==> src/rtl/itu656_fmt_pkg.sv <==
`timescale 1ns/1ps
package itu656_fmt_pkg;

   typedef enum logic [1:0] {
      SEG_IDLE = 2'd0,
      SEG_SAV  = 2'd1,
      SEG_ACT  = 2'd2,
      SEG_EAV  = 2'd3
   } seg_t;

   localparam logic [7:0] FILL_LUMA   = 8'h10;
   localparam logic [7:0] FILL_CHROMA = 8'h80;
   localparam logic [7:0] MARK_HI     = 8'hFF;
   localparam logic [7:0] MARK_LO     = 8'h00;
   localparam logic [7:0] CLIP_MIN    = 8'h01;
   localparam logic [7:0] CLIP_MAX    = 8'hFE;

   // status word with protection bits
   function automatic logic [7:0] mark_status(input logic f, input logic v, input logic h);
      return {1'b1, f, v, h, v ^ h, f ^ h, f ^ v, f ^ v ^ h};
   endfunction

   // neutral code, chroma on even slots and luma on odd slots
   function automatic logic [7:0] neutral(input logic odd_slot);
      return odd_slot ? FILL_LUMA : FILL_CHROMA;
   endfunction

   function automatic logic [7:0] clip_video(input logic [7:0] d);
      if (d < CLIP_MIN) return CLIP_MIN;
      if (d > CLIP_MAX) return CLIP_MAX;
      return d;
   endfunction

   // keep 7 MSBs and add an LSB that makes the byte's parity odd
   function automatic logic [7:0] odd_par7(input logic [7:0] d);
      return {d[7:1], ~(^d[7:1])};
   endfunction

endpackage

==> src/rtl/itu656_fmt_seq.sv <==
`timescale 1ns/1ps
module itu656_fmt_seq
   import itu656_fmt_pkg::*;
#(
   parameter int CNT_W = 11
) (
   input  logic             clk,
   input  logic             rst_n,
   input  logic             line_start,
   input  logic [CNT_W-1:0] act_len,
   output seg_t             seg,
   output logic [CNT_W:0]   cnt,
   output logic             eav_enter
);

   localparam logic [CNT_W:0] ONE  = {{CNT_W{1'b0}}, 1'b1};
   localparam logic [CNT_W:0] HDR3 = (CNT_W + 1)'(3);

   logic [CNT_W:0] act_last;
   logic           no_act;
   logic           sav_done;
   logic           act_done;

   assign act_last = {act_len, 1'b0} - ONE;
   assign no_act   = (act_len == '0);
   assign sav_done = (seg == SEG_SAV) && (cnt == HDR3);
   assign act_done = (seg == SEG_ACT) && (cnt == act_last);

   assign eav_enter = !line_start && (act_done || (sav_done && no_act));

   always_ff @(posedge clk or negedge rst_n) begin
      if (!rst_n) begin
         seg <= SEG_IDLE;
         cnt <= '0;
      end else if (line_start) begin
         seg <= SEG_SAV;
         cnt <= '0;
      end else begin
         unique case (seg)
            SEG_SAV: begin
               if (sav_done) begin
                  seg <= no_act ? SEG_EAV : SEG_ACT;
                  cnt <= '0;
               end else begin
                  cnt <= cnt + ONE;
               end
            end
            SEG_ACT: begin
               if (act_done) begin
                  seg <= SEG_EAV;
                  cnt <= '0;
               end else begin
                  cnt <= cnt + ONE;
               end
            end
            SEG_EAV: begin
               if (cnt == HDR3) begin
                  seg <= SEG_IDLE;
                  cnt <= '0;
               end else begin
                  cnt <= cnt + ONE;
               end
            end
            default: cnt <= cnt + ONE;
         endcase
      end
   end

endmodule

==> src/rtl/itu656_fmt_flags.sv <==
`timescale 1ns/1ps
module itu656_fmt_flags #(
   parameter int KEEP_LINES = 2
) (
   input  logic clk,
   input  logic rst_n,
   input  logic line_start,
   input  logic eav_enter,
   input  logic field_i,
   input  logic vblank_i,
   input  logic vbi_act_i,
   input  logic cfg_flag_eav,
   input  logic cfg_supp,
   output logic f_q,
   output logic v_q,
   output logic line_blank,
   output logic line_vbi,
   output logic supp_q
);

   localparam int BLK_W = $clog2(KEEP_LINES + 1);
   localparam logic [BLK_W-1:0] KEEP_V = BLK_W'(KEEP_LINES);
   localparam logic [BLK_W-1:0] B_ONE  = BLK_W'(1);

   logic             v_eff;
   logic             grab;
   logic [BLK_W-1:0] blk_run;

   assign v_eff = vblank_i & ~vbi_act_i;
   assign grab  = cfg_flag_eav ? eav_enter : line_start;

   always_ff @(posedge clk or negedge rst_n) begin
      if (!rst_n) begin
         f_q <= 1'b0;
         v_q <= 1'b0;
      end else if (grab) begin
         f_q <= field_i;
         v_q <= v_eff;
      end
   end

   always_ff @(posedge clk or negedge rst_n) begin
      if (!rst_n) begin
         line_blank <= 1'b0;
         line_vbi   <= 1'b0;
         supp_q     <= 1'b0;
         blk_run    <= '0;
      end else if (line_start) begin
         line_blank <= v_eff;
         line_vbi   <= vbi_act_i;
         supp_q     <= cfg_supp & v_eff & (blk_run >= KEEP_V);
         if (!v_eff)
            blk_run <= '0;
         else if (blk_run < KEEP_V)
            blk_run <= blk_run + B_ONE;
      end
   end

endmodule

==> src/rtl/itu656_fmt_byte.sv <==
`timescale 1ns/1ps
module itu656_fmt_byte
   import itu656_fmt_pkg::*;
#(
   parameter bit VBI_PAR_EN = 1'b1
) (
   input  logic       clk,
   input  logic       rst_n,
   input  seg_t       seg,
   input  logic [1:0] slot,
   input  logic       f_q,
   input  logic       v_q,
   input  logic       line_blank,
   input  logic       line_vbi,
   input  logic       supp_q,
   input  logic       cfg_vbi_par,
   input  logic [7:0] y_i,
   input  logic [7:0] c_i,
   output logic [7:0] dout,
   output logic       pix_next
);

   logic       use_par;
   logic [7:0] raw;
   logic [7:0] coded;
   logic [7:0] hdr;
   logic [7:0] nxt;

   generate
      if (VBI_PAR_EN) begin : g_par
         assign use_par = cfg_vbi_par & line_vbi;
      end else begin : g_nopar
         assign use_par = 1'b0 & cfg_vbi_par;
      end
   endgenerate

   assign raw   = slot[0] ? y_i : c_i;
   assign coded = use_par ? odd_par7(raw) : clip_video(raw);

   always_comb begin
      unique case (slot)
         2'd0:    hdr = MARK_HI;
         2'd3:    hdr = mark_status(f_q, v_q, seg == SEG_EAV);
         default: hdr = MARK_LO;
      endcase
   end

   always_comb begin
      unique case (seg)
         SEG_SAV, SEG_EAV: nxt = supp_q ? neutral(slot[0]) : hdr;
         SEG_ACT:          nxt = line_blank ? neutral(slot[0]) : coded;
         default:          nxt = neutral(slot[0]);
      endcase
   end

   assign pix_next = (seg == SEG_ACT) && slot[0] && !line_blank;

   always_ff @(posedge clk or negedge rst_n) begin
      if (!rst_n) dout <= FILL_LUMA;
      else        dout <= nxt;
   end

endmodule

==> src/rtl/itu656_formatter.sv <==
`timescale 1ns/1ps
module itu656_formatter
   import itu656_fmt_pkg::*;
#(
   parameter int CNT_W      = 11,
   parameter int KEEP_LINES = 2,
   parameter bit VBI_PAR_EN = 1'b1
) (
   input  logic             clk,
   input  logic             rst_n,
   input  logic             line_start,
   input  logic             field_i,
   input  logic             vblank_i,
   input  logic             vbi_act_i,
   input  logic [7:0]       y_i,
   input  logic [7:0]       c_i,
   input  logic [CNT_W-1:0] cfg_act_len,
   input  logic             cfg_flag_eav,
   input  logic             cfg_supp,
   input  logic             cfg_vbi_par,
   output logic [7:0]       dout,
   output logic             pix_next
);

   generate
      if (CNT_W < 2)       $error("CNT_W must be at least 2");
      if (KEEP_LINES < 1)  $error("KEEP_LINES must be at least 1");
   endgenerate

   seg_t           seg;
   logic [CNT_W:0] cnt;
   logic           eav_enter;
   logic           f_q, v_q, line_blank, line_vbi, supp_q;

   itu656_fmt_seq #(.CNT_W(CNT_W)) u_seq (
      .clk        (clk),
      .rst_n      (rst_n),
      .line_start (line_start),
      .act_len    (cfg_act_len),
      .seg        (seg),
      .cnt        (cnt),
      .eav_enter  (eav_enter)
   );

   itu656_fmt_flags #(.KEEP_LINES(KEEP_LINES)) u_flags (
      .clk          (clk),
      .rst_n        (rst_n),
      .line_start   (line_start),
      .eav_enter    (eav_enter),
      .field_i      (field_i),
      .vblank_i     (vblank_i),
      .vbi_act_i    (vbi_act_i),
      .cfg_flag_eav (cfg_flag_eav),
      .cfg_supp     (cfg_supp),
      .f_q          (f_q),
      .v_q          (v_q),
      .line_blank   (line_blank),
      .line_vbi     (line_vbi),
      .supp_q       (supp_q)
   );

   itu656_fmt_byte #(.VBI_PAR_EN(VBI_PAR_EN)) u_byte (
      .clk         (clk),
      .rst_n       (rst_n),
      .seg         (seg),
      .slot        (cnt[1:0]),
      .f_q         (f_q),
      .v_q         (v_q),
      .line_blank  (line_blank),
      .line_vbi    (line_vbi),
      .supp_q      (supp_q),
      .cfg_vbi_par (cfg_vbi_par),
      .y_i         (y_i),
      .c_i         (c_i),
      .dout        (dout),
      .pix_next    (pix_next)
   );

endmodule

==> config.mk <==
export PLATFORM = sky130hd
export DESIGN_NAME = itu656_formatter
export DESIGN_NICKNAME = d
export VERILOG_FILES = /design/src/rtl/itu656_fmt_pkg.sv /design/src/rtl/itu656_fmt_seq.sv /design/src/rtl/itu656_fmt_flags.sv /design/src/rtl/itu656_fmt_byte.sv /design/src/rtl/itu656_formatter.sv
export SDC_FILE = /design/constraint.sdc
export NUM_CORES = 1
export LEC_CHECK = 0
export ABC_AREA = 1
export BUFFER_PORTS_ARGS = -buffer_cell sky130_fd_sc_hd__buf_2
export CAP_MARGIN = 30
export CORE_UTILIZATION = 61
export CTS_CLUSTER_SIZE = 8
export DETAILED_ROUTE_END_ITERATION = 16
export GPL_TIMING_DRIVEN = 1
export PLACE_DENSITY_LB_ADDON = 0.08
export SLEW_MARGIN = 0
export SYNTH_ARGS = -nofsm -noshare
export SYNTH_HDL_FRONTEND = slang
export SYNTH_SLANG_ARGS = --single-unit
==> constraint.sdc <==
create_clock -name clk -period 2.7 [get_ports clk]
set_input_delay 0 -clock clk [delete_from_list [all_inputs] [get_ports clk]]
set_output_delay 0 -clock clk [all_outputs]
set_load 0.02 [all_outputs]
* After elaboration in Yosys (flattened, before gate mapping)
Index checks and enable logic that the tools add are counted. W data, S select, Z words.
Storage, ports and cells: flip-flop bits (word level) 29, output and inout port bits 9
Operators by class: add/subtract/negate cells 3, order comparisons 4, eq/ne operators 10, multiplexer cells 28, bitwise operators 10, reductions and logical operators 16
Operators by type and width (count):
- $mux W8 | 9
- $mux W12 | 4
- $pmux W12 S3 | 1
- $pmux W8 S2 | 2
- $add A12 B1 Y12 const B | 1
- $eq A12 B12 Y1 | 1
- $eq A12 B2 Y1 const B | 1
- $mux W2 | 6
- $sub A12 B1 Y12 const B | 1
- $logic_not A11 Y1 | 1
- $ne A3 B3 Y1 const B | 3
- $gt A8 B8 Y1 const B | 1
- $lt A8 B1 Y1 const B | 1
- $reduce_xor A7 Y1 | 1
- $eq A2 B2 Y1 const B | 3
- $logic_and A1 B1 Y1 | 6
- $pmux W2 S3 | 1
- $mux W1 | 5
- $and A1 B1 Y1 | 4
- $reduce_and A4 Y1 | 1
- $reduce_bool A4 Y1 | 1
- $xor A1 B1 Y1 | 4
- $add A2 B1 Y2 const B | 1
- $eq A2 B1 Y1 const B | 1
- other kinds (9) | 11

* Logic depth before layout (Yosys ltp)
word-level depth 9, gate-level depth with buffers 15, depth with buffers taken out 15

* Hierarchy
Synthesis repeated with hierarchy kept, for this count alone.
Second synthesis, totals: cell total of the unflattened synthesis 374, area total of the unflattened synthesis 2446.1 um2
Modules (own cells, without submodules):
- itu656_fmt_seq | instances 1, cells an instance 190, area each 1248.7 um2, seq. area each 350.3 um2
- itu656_fmt_byte | instances 1, cells an instance 141, area each 862.1 um2, seq. area each 201.4 um2
- itu656_fmt_flags | instances 1, cells an instance 43, area each 335.3 um2, seq. area each 175.2 um2

* Worst setup path after synthesis
No wires, ideal clock.
kind register to register, start register u_seq.cnt[0], end register u_byte.dout[4], setup time 0.073 ns, arrival time 1.757 ns, required time 2.627 ns, setup slack 0.870 ns, stages on the path, launching flop included 9, buffers on the path 1, path through dfrtp_1 inv_2 buf_6 ha_1 nor3_1 o21ai_0 o21ai_0 a211oi_1 a21oi_1
Between the ends: cells in the longest elaborated chain, start to end 9
Ends and longest elaborated chain:
- from (decl) | line itu656_fmt_seq.sv:12 | output logic [CNT_W:0] cnt,
- from (signal assigned) | line itu656_fmt_seq.sv:45 | cnt <= cnt + ONE;
- from (signal assigned) | line itu656_fmt_seq.sv:53 | cnt <= cnt + ONE;
- from (signal assigned) | line itu656_fmt_seq.sv:61 | cnt <= cnt + ONE;
- $mux W8 | line itu656_fmt_byte.sv:37 | assign raw = slot[0] ? y_i : c_i;
- $gt A8 B8 Y1 | line itu656_fmt_pkg.sv:30 | if (d > CLIP_MAX) return CLIP_MAX;
- $mux W1 (2 in series) | line itu656_fmt_pkg.sv:30
- $mux W8 | line itu656_fmt_pkg.sv:31 | return d;
- $mux W8 | line itu656_fmt_pkg.sv:30
- $mux W8 | line itu656_fmt_byte.sv:38 | assign coded = use_par ? odd_par7(raw) : clip_video(raw);
- $mux W8 | line itu656_fmt_byte.sv:51 | SEG_ACT: nxt = line_blank ? neutral(slot[0]) : coded;
- $pmux W8 S2 (*) | line itu656_fmt_byte.sv:49 | unique case (seg)
- named net u_byte.nxt[4] | line itu656_fmt_byte.sv:27 | logic [7:0] nxt;
- to (signal assigned) | line itu656_fmt_byte.sv:60 | else dout <= nxt;
- to (decl) | line itu656_fmt_byte.sv:19 | output logic [7:0] dout,
The timed path passes the listed nets; every way through them passes the cells marked *. The select of a mux whose other input is x is not followed. A chain may end at the register's enable or synchronous reset.

* Worst setup path in the final report
start register u_seq.cnt[0], end register u_seq.cnt[10]
Between the ends: cells in the longest elaborated chain, start to end 5
Ends and longest elaborated chain:
- parallel branches: the longest is 3 deep, another holds $add A12 B1 Y12
- $pmux W12 S3 (*) | line itu656_fmt_seq.sv:39 | unique case (seg)
- $mux W12 (*) | line itu656_fmt_seq.sv:35 | end else if (line_start) begin
Mark *: on every way between the ends.

==> flow_summary.html <==
<table>
<tr><th>Metric</th><th>Value</th></tr>
<tr><th colspan="2">Worst setup path</th></tr>
<tr><td>Cell with the largest stage delay on the worst path</td><td>sky130_fd_sc_hd__dfrtp_1</td></tr>
<tr><td>Crit-path max FO</td><td>16</td></tr>
<tr><td>Nature of the critical path startpoint</td><td>register</td></tr>
<tr><td>Ordered cell list for the critical path</td><td>ha_1, nand2_1, nor2_1, inv_1, nor2_1, inv_1, nor2_2, nand2_1, o21ai_1, o211ai_1, nor2_1</td></tr>
<tr><td>Element type at the critical path end</td><td>register</td></tr>
<tr><td>Class of the most critical setup path</td><td>reg2reg</td></tr>
<tr><td>Count of cells along the worst register-to-register path</td><td>11</td></tr>
<tr><td>Data arrival, critical path</td><td>around 2400 ps</td></tr>
<tr><td>Required @ worst endpoint</td><td>2920 ps</td></tr>
<tr><td>Crit path top cell by count</td><td>sky130_fd_sc_hd__nor2_1</td></tr>
<tr><td>Critical path's largest stage delay</td><td>a little over 600 ps</td></tr>
<tr><th colspan="2">Logic synthesis</th></tr>
<tr><td>Number of enable-type register cells in the synthesized netlist</td><td>0</td></tr>
<tr><td>Synth cell count leaders</td><td>sky130_fd_sc_hd__nand2_1, sky130_fd_sc_hd__inv_1, sky130_fd_sc_hd__nor2_1</td></tr>
<tr><td>Fraction of registers with async set/reset</td><td>100%</td></tr>
<tr><td>Dominant combinational cell family by area after synthesis</td><td>simple AND/OR/NAND/NOR gates</td></tr>
<tr><td>Fraction of the yosys area taken by sequential cells</td><td>29.8%</td></tr>
<tr><td>Cell types with the largest area share after synthesis</td><td>sky130_fd_sc_hd__dfrtp_1, sky130_fd_sc_hd__nand2_1, sky130_fd_sc_hd__inv_1, sky130_fd_sc_hd__nor2_1, sky130_fd_sc_hd__ha_1</td></tr>
<tr><td>Flip-flop cell with the highest count after synthesis</td><td>sky130_fd_sc_hd__dfrtp_1</td></tr>
<tr><td>Area fraction of the dominant cell type after synthesis</td><td>28.7%</td></tr>
<tr><td>Proportion of synthesized area in mux cells</td><td>less than 1%</td></tr>
<tr><td>Synthesized area divided by synthesized cell count</td><td>6.58 sq um</td></tr>
<tr><td>Adder-Cell Fraction of Synth Area</td><td>4.61%</td></tr>
<tr><td>Synthesized-area fraction occupied by and/or/nand/nor cells</td><td>40.6%</td></tr>
<tr><td>Netlist Area Pre-Place</td><td>2440 sq um</td></tr>
<tr><td>Synth Net Count</td><td>416</td></tr>
<tr><td>Xor/xnor cell area share of the yosys netlist</td><td>5.02%</td></tr>
<tr><td>Number of distinct standard cells referenced by the synthesized netlist</td><td>39</td></tr>
<tr><td>#FFs+latches synth</td><td>29</td></tr>
<tr><td>Dominant cell by count in the synthesized netlist</td><td>sky130_fd_sc_hd__nand2_1</td></tr>
<tr><td>Number of standard cells after synthesis</td><td>between 300 and 400</td></tr>
<tr><td>Yosys warns</td><td>0</td></tr>
<tr><td>Synth area leader</td><td>sky130_fd_sc_hd__dfrtp_1</td></tr>
<tr><td>Compound-Gate Fraction of Synth Area</td><td>a little under a tenth</td></tr>
<tr><th colspan="2">Timing</th></tr>
<tr><td>Setup repair after global routing missed its margin</td><td>no</td></tr>
<tr><td>Max frequency</td><td>0.451 GHz</td></tr>
<tr><td>Final count of hold timing violations</td><td>0</td></tr>
<tr><td>Setup violations, final</td><td>0</td></tr>
<tr><td>Final Max Slew Viols</td><td>0</td></tr>
<tr><td>Worst Tran Pin Value</td><td>approximately 650 ps</td></tr>
<tr><td>Share of the cycle needed by the critical path after routing</td><td>82.1%</td></tr>
<tr><td>Clock period minus final worst setup slack</td><td>2220 ps</td></tr>
<tr><td>Accumulated negative setup slack</td><td>0 ps</td></tr>
<tr><td>Post-Route Hold Slack</td><td>14.6 ps</td></tr>
<tr><td>Worst clock skew</td><td>5.07 ps</td></tr>
<tr><td>Worst slew margin relative to its limit</td><td>56.6%</td></tr>
<tr><td>Final setup margin</td><td>482 ps</td></tr>
<tr><th colspan="2">Clocking</th></tr>
<tr><td>Maximum number of buffers from clock root to sink</td><td>2</td></tr>
<tr><td>CTS sink count</td><td>29</td></tr>
<tr><td>Worst skew pair latency</td><td>280 ps</td></tr>
<tr><td>H-tree lvl count</td><td>2</td></tr>
<tr><td>Post-cts gate resize count</td><td>0</td></tr>
<tr><td>Total clock buffers created by CTS</td><td>5</td></tr>
<tr><td>CTS root buffer</td><td>sky130_fd_sc_hd__clkbuf_8</td></tr>
<tr><td>Clock tree from TritonCTS</td><td>built</td></tr>
<tr><td>Clk pin slew, worst setup/hold paths</td><td>60 ps</td></tr>
<tr><th colspan="2">Routing</th></tr>
<tr><td>Number of nets still failing antenna checks after routing</td><td>0</td></tr>
<tr><td>DRC violations left</td><td>0</td></tr>
<tr><td>DR iter-0 viols</td><td>109</td></tr>
<tr><td>Average wire per cell in the routed design</td><td>roughly 12 um</td></tr>
<tr><td>Total wire length</td><td>5.82 mm</td></tr>
<tr><td>Per-cell via count in the routed design</td><td>5.33</td></tr>
<tr><td>First-pass iteration count of the detailed router</td><td>4</td></tr>
<tr><td>Via count</td><td>2,523</td></tr>
<tr><th colspan="2">Placed design</th></tr>
<tr><td>Area after DPL</td><td>2700 sq um</td></tr>
<tr><td>Detailed placer's ending HPWL</td><td>4.50 mm</td></tr>
<tr><td>Post-place setup slack</td><td>647 ps</td></tr>
<tr><td>Port bufs</td><td>44</td></tr>
<tr><td>Global placement routability congestion</td><td>0.893</td></tr>
<tr><th colspan="2">Pwr</th></tr>
<tr><td>Logic gate share of total power</td><td>52.7%</td></tr>
<tr><td>Largest voltage drop on the vdd net</td><td>0.000665 V</td></tr>
<tr><td>Leakage power of the design</td><td>1.52 nW</td></tr>
<tr><td>Clock network power share</td><td>20.2%</td></tr>
<tr><td>Switching share of power</td><td>44.5%</td></tr>
<tr><td>Portion of total power attributed to sequential cells</td><td>between 20% and 30%</td></tr>
<tr><td>Switching pwr</td><td>0.00102 W</td></tr>
<tr><td>Power per cell area</td><td>798 nW/um^2</td></tr>
<tr><td>Design internal power</td><td>about 0.0013 W</td></tr>
<tr><th colspan="2">Floorplan</th></tr>
<tr><td>Height of the chip</td><td>about 65 um</td></tr>
<tr><td>Floorplan die width</td><td>65.3 um</td></tr>
<tr><td>Die Outline Area</td><td>approximately 4300 sq um</td></tr>
<tr><td>Area of the placeable core</td><td>3740 sq um</td></tr>
<tr><td>Number of top-level pins</td><td>45</td></tr>
<tr><td>Rows</td><td>22</td></tr>
<tr><td>Initial standard-cell utilization of the core</td><td>65.2%</td></tr>
<tr><th colspan="2">Global routing</th></tr>
<tr><td>Global-route wire length before repair</td><td>slightly below 10 mm</td></tr>
<tr><td>Via count of the first global-routing pass</td><td>about 2,300</td></tr>
<tr><td>GRT overflow</td><td>0</td></tr>
<tr><td>Overall fraction of global-route tracks in use</td><td>a little under a third</td></tr>
<tr><td>Maximum number of pins on one net before global-route repair</td><td>30</td></tr>
<tr><td>Number of antenna violations at the first check in global routing</td><td>0</td></tr>
<tr><th colspan="2">Cells and area</th></tr>
<tr><td>Synth-to-layout area growth</td><td>17.4%</td></tr>
<tr><td>Final non-filler cell area</td><td>between 2000 and 3000 sq um</td></tr>
<tr><td>Number of nets in the layout</td><td>around 470</td></tr>
<tr><td>Count of antenna diodes in the layout</td><td>0</td></tr>
<tr><td>Ratio of cells with drive above 1 in the final layout</td><td>slightly above 20%</td></tr>
<tr><th colspan="2">Status</th></tr>
<tr><td>Status</td><td>finished clean</td></tr>
<tr><th colspan="2">Job</th></tr>
<tr><td>Maxcap violations</td><td>0</td></tr>
<tr><th colspan="2">Min path</th></tr>
<tr><td>Hold Path Depth</td><td>3</td></tr>
<tr><td>Path class of the lowest-slack min-delay path</td><td>in2reg</td></tr>
</table>
[critical path, delay by kind of cell (launching register included)]
kind	cells	cell delay (ps)
buffers and inverters	2	150
AOI/OAI and AO/OA	2	270
and+or+nand+nor	6	730
adders and majority gates	1	400
DFF	1	620
[routing by layer]
| layer | vias up | track usage (%) | wire length [um] |
|---|---|---|---|
| li1 | 1274 | - | - |
| met5 | - | 0 | 0 |
| met4 | 0 | 13.0 | 170 |
| met1 | 1147 | 40.0 | 2680 |
| met3 | 19 | 5.90 | 388 |
| met2 | 83 | 47.3 | 2580 |
[cells in the final DEF (no fill, tap or decap), types with 3 or more instances in the layout]
| master | count |
|---|---|
| sky130_fd_sc_hd__ha_1 | 9 |
| sky130_fd_sc_hd__clkbuf_8 | 6 |
| sky130_fd_sc_hd__nand3_2 | 3 |
| sky130_fd_sc_hd__nor2_2 | 7 |
| sky130_fd_sc_hd__dlygate4sd3_1 | 5 |
| sky130_fd_sc_hd__nand3_1 | 22 |
| sky130_fd_sc_hd__buf_2 | 44 |
| sky130_fd_sc_hd__xor2_1 | 10 |
| sky130_fd_sc_hd__inv_1 | 54 |
| sky130_fd_sc_hd__nor2_1 | 31 |
| sky130_fd_sc_hd__nand2_1 | 122 |
| sky130_fd_sc_hd__dfrtp_1 | 28 |
| sky130_fd_sc_hd__nand3b_1 | 3 |
| sky130_fd_sc_hd__o21ai_0 | 16 |
| sky130_fd_sc_hd__a21oi_1 | 9 |
| sky130_fd_sc_hd__nor3_1 | 5 |
| sky130_fd_sc_hd__nand4_1 | 6 |
| sky130_fd_sc_hd__nand2_2 | 7 |
| sky130_fd_sc_hd__xnor2_1 | 4 |
| sky130_fd_sc_hd__inv_2 | 5 |
[layout make-up]
cell class | instances | area [sq um]
timing repair buffer | 50 | 278
clock buffer | 7 | 86.3
inverter | 60 | 225
tap | 48 | 60.1
clock inverter | 1 | 30.0
fill | 307 | 878
multi-input combinational | 278 | 1460
sequential | 29 | 727
[power groups by stage]
stage / clock, W / combinational [W] / sequential, W
CTS: 0.000463 / 0.00119 / 0.000617
floorplan: 0 / 0.000891 / 0.000649
global placement: 0 / 0.00116 / 0.000621
detailed placement: 0 / 0.00118 / 0.000625
finish: 0.000462 / 0.00120 / 0.000619
global route: 0.000488 / 0.00134 / 0.000631
[cells by family after synthesis]
| family | Yosys count |
|---|---|
| xor+xnor | 14 |
| buf+inv | 64 |
| fa+ha+maj | 9 |
| mux | 1 |
| simple gates | 216 |
| flops | 29 |
| compound gates | 38 |
[final timing paths]
| kind | startpoint | endpoint | slack [ps] |
|---|---|---|---|
| setup / recovery | u_seq.cnt[0]$_DFF_PN0_ | u_seq.cnt[10]$_DFF_PN0_ | 480 |
| hold / removal | line_start | u_flags.line_vbi$_DFFE_PN0P_ | 10 |
| setup reg to reg | u_seq.cnt[0]$_DFF_PN0_ | u_seq.cnt[10]$_DFF_PN0_ | 480 |
| hold reg to reg | u_flags.line_vbi$_DFFE_PN0P_ | u_flags.line_vbi$_DFFE_PN0P_ | 480 |
| max in group asynchronous | rst_n | u_byte.dout[3]$_DFF_PN0_ | 1990 |
| min in group asynchronous | rst_n | u_seq.cnt[7]$_DFF_PN0_ | 280 |
[what timing repair did]
action / CTS / global route
hold buffers: 5 / 0
endpoints found under the hold margin: 31 / 0
setup buffers: 0 / 0
[per-stage QoR]
step / total power (W) / instances / utilization [%]
detailed placement: 0.00180 / 460 / 72.1
global route: 0.00246 / 473 / 76.5
CTS: 0.00227 / 473 / 76.5
global placement: 0.00178 / 460 / 72.1
floorplan: 0.00154 / 371 / -
finish: 0.00229 / 473 / 76.5
[flip-flops by register name (all words and copies together) (netlist names)]
signal / cells
u_byte.dout: 8
u_flags.line_vbi: 1
u_seq.cnt: 12
u_flags.line_blank: 1
u_flags.f_q: 1
u_seq.seg: 2
u_flags.supp_q: 1
u_flags.v_q: 1
u_flags.blk_run: 2
Power figures use the tool's default switching activity.
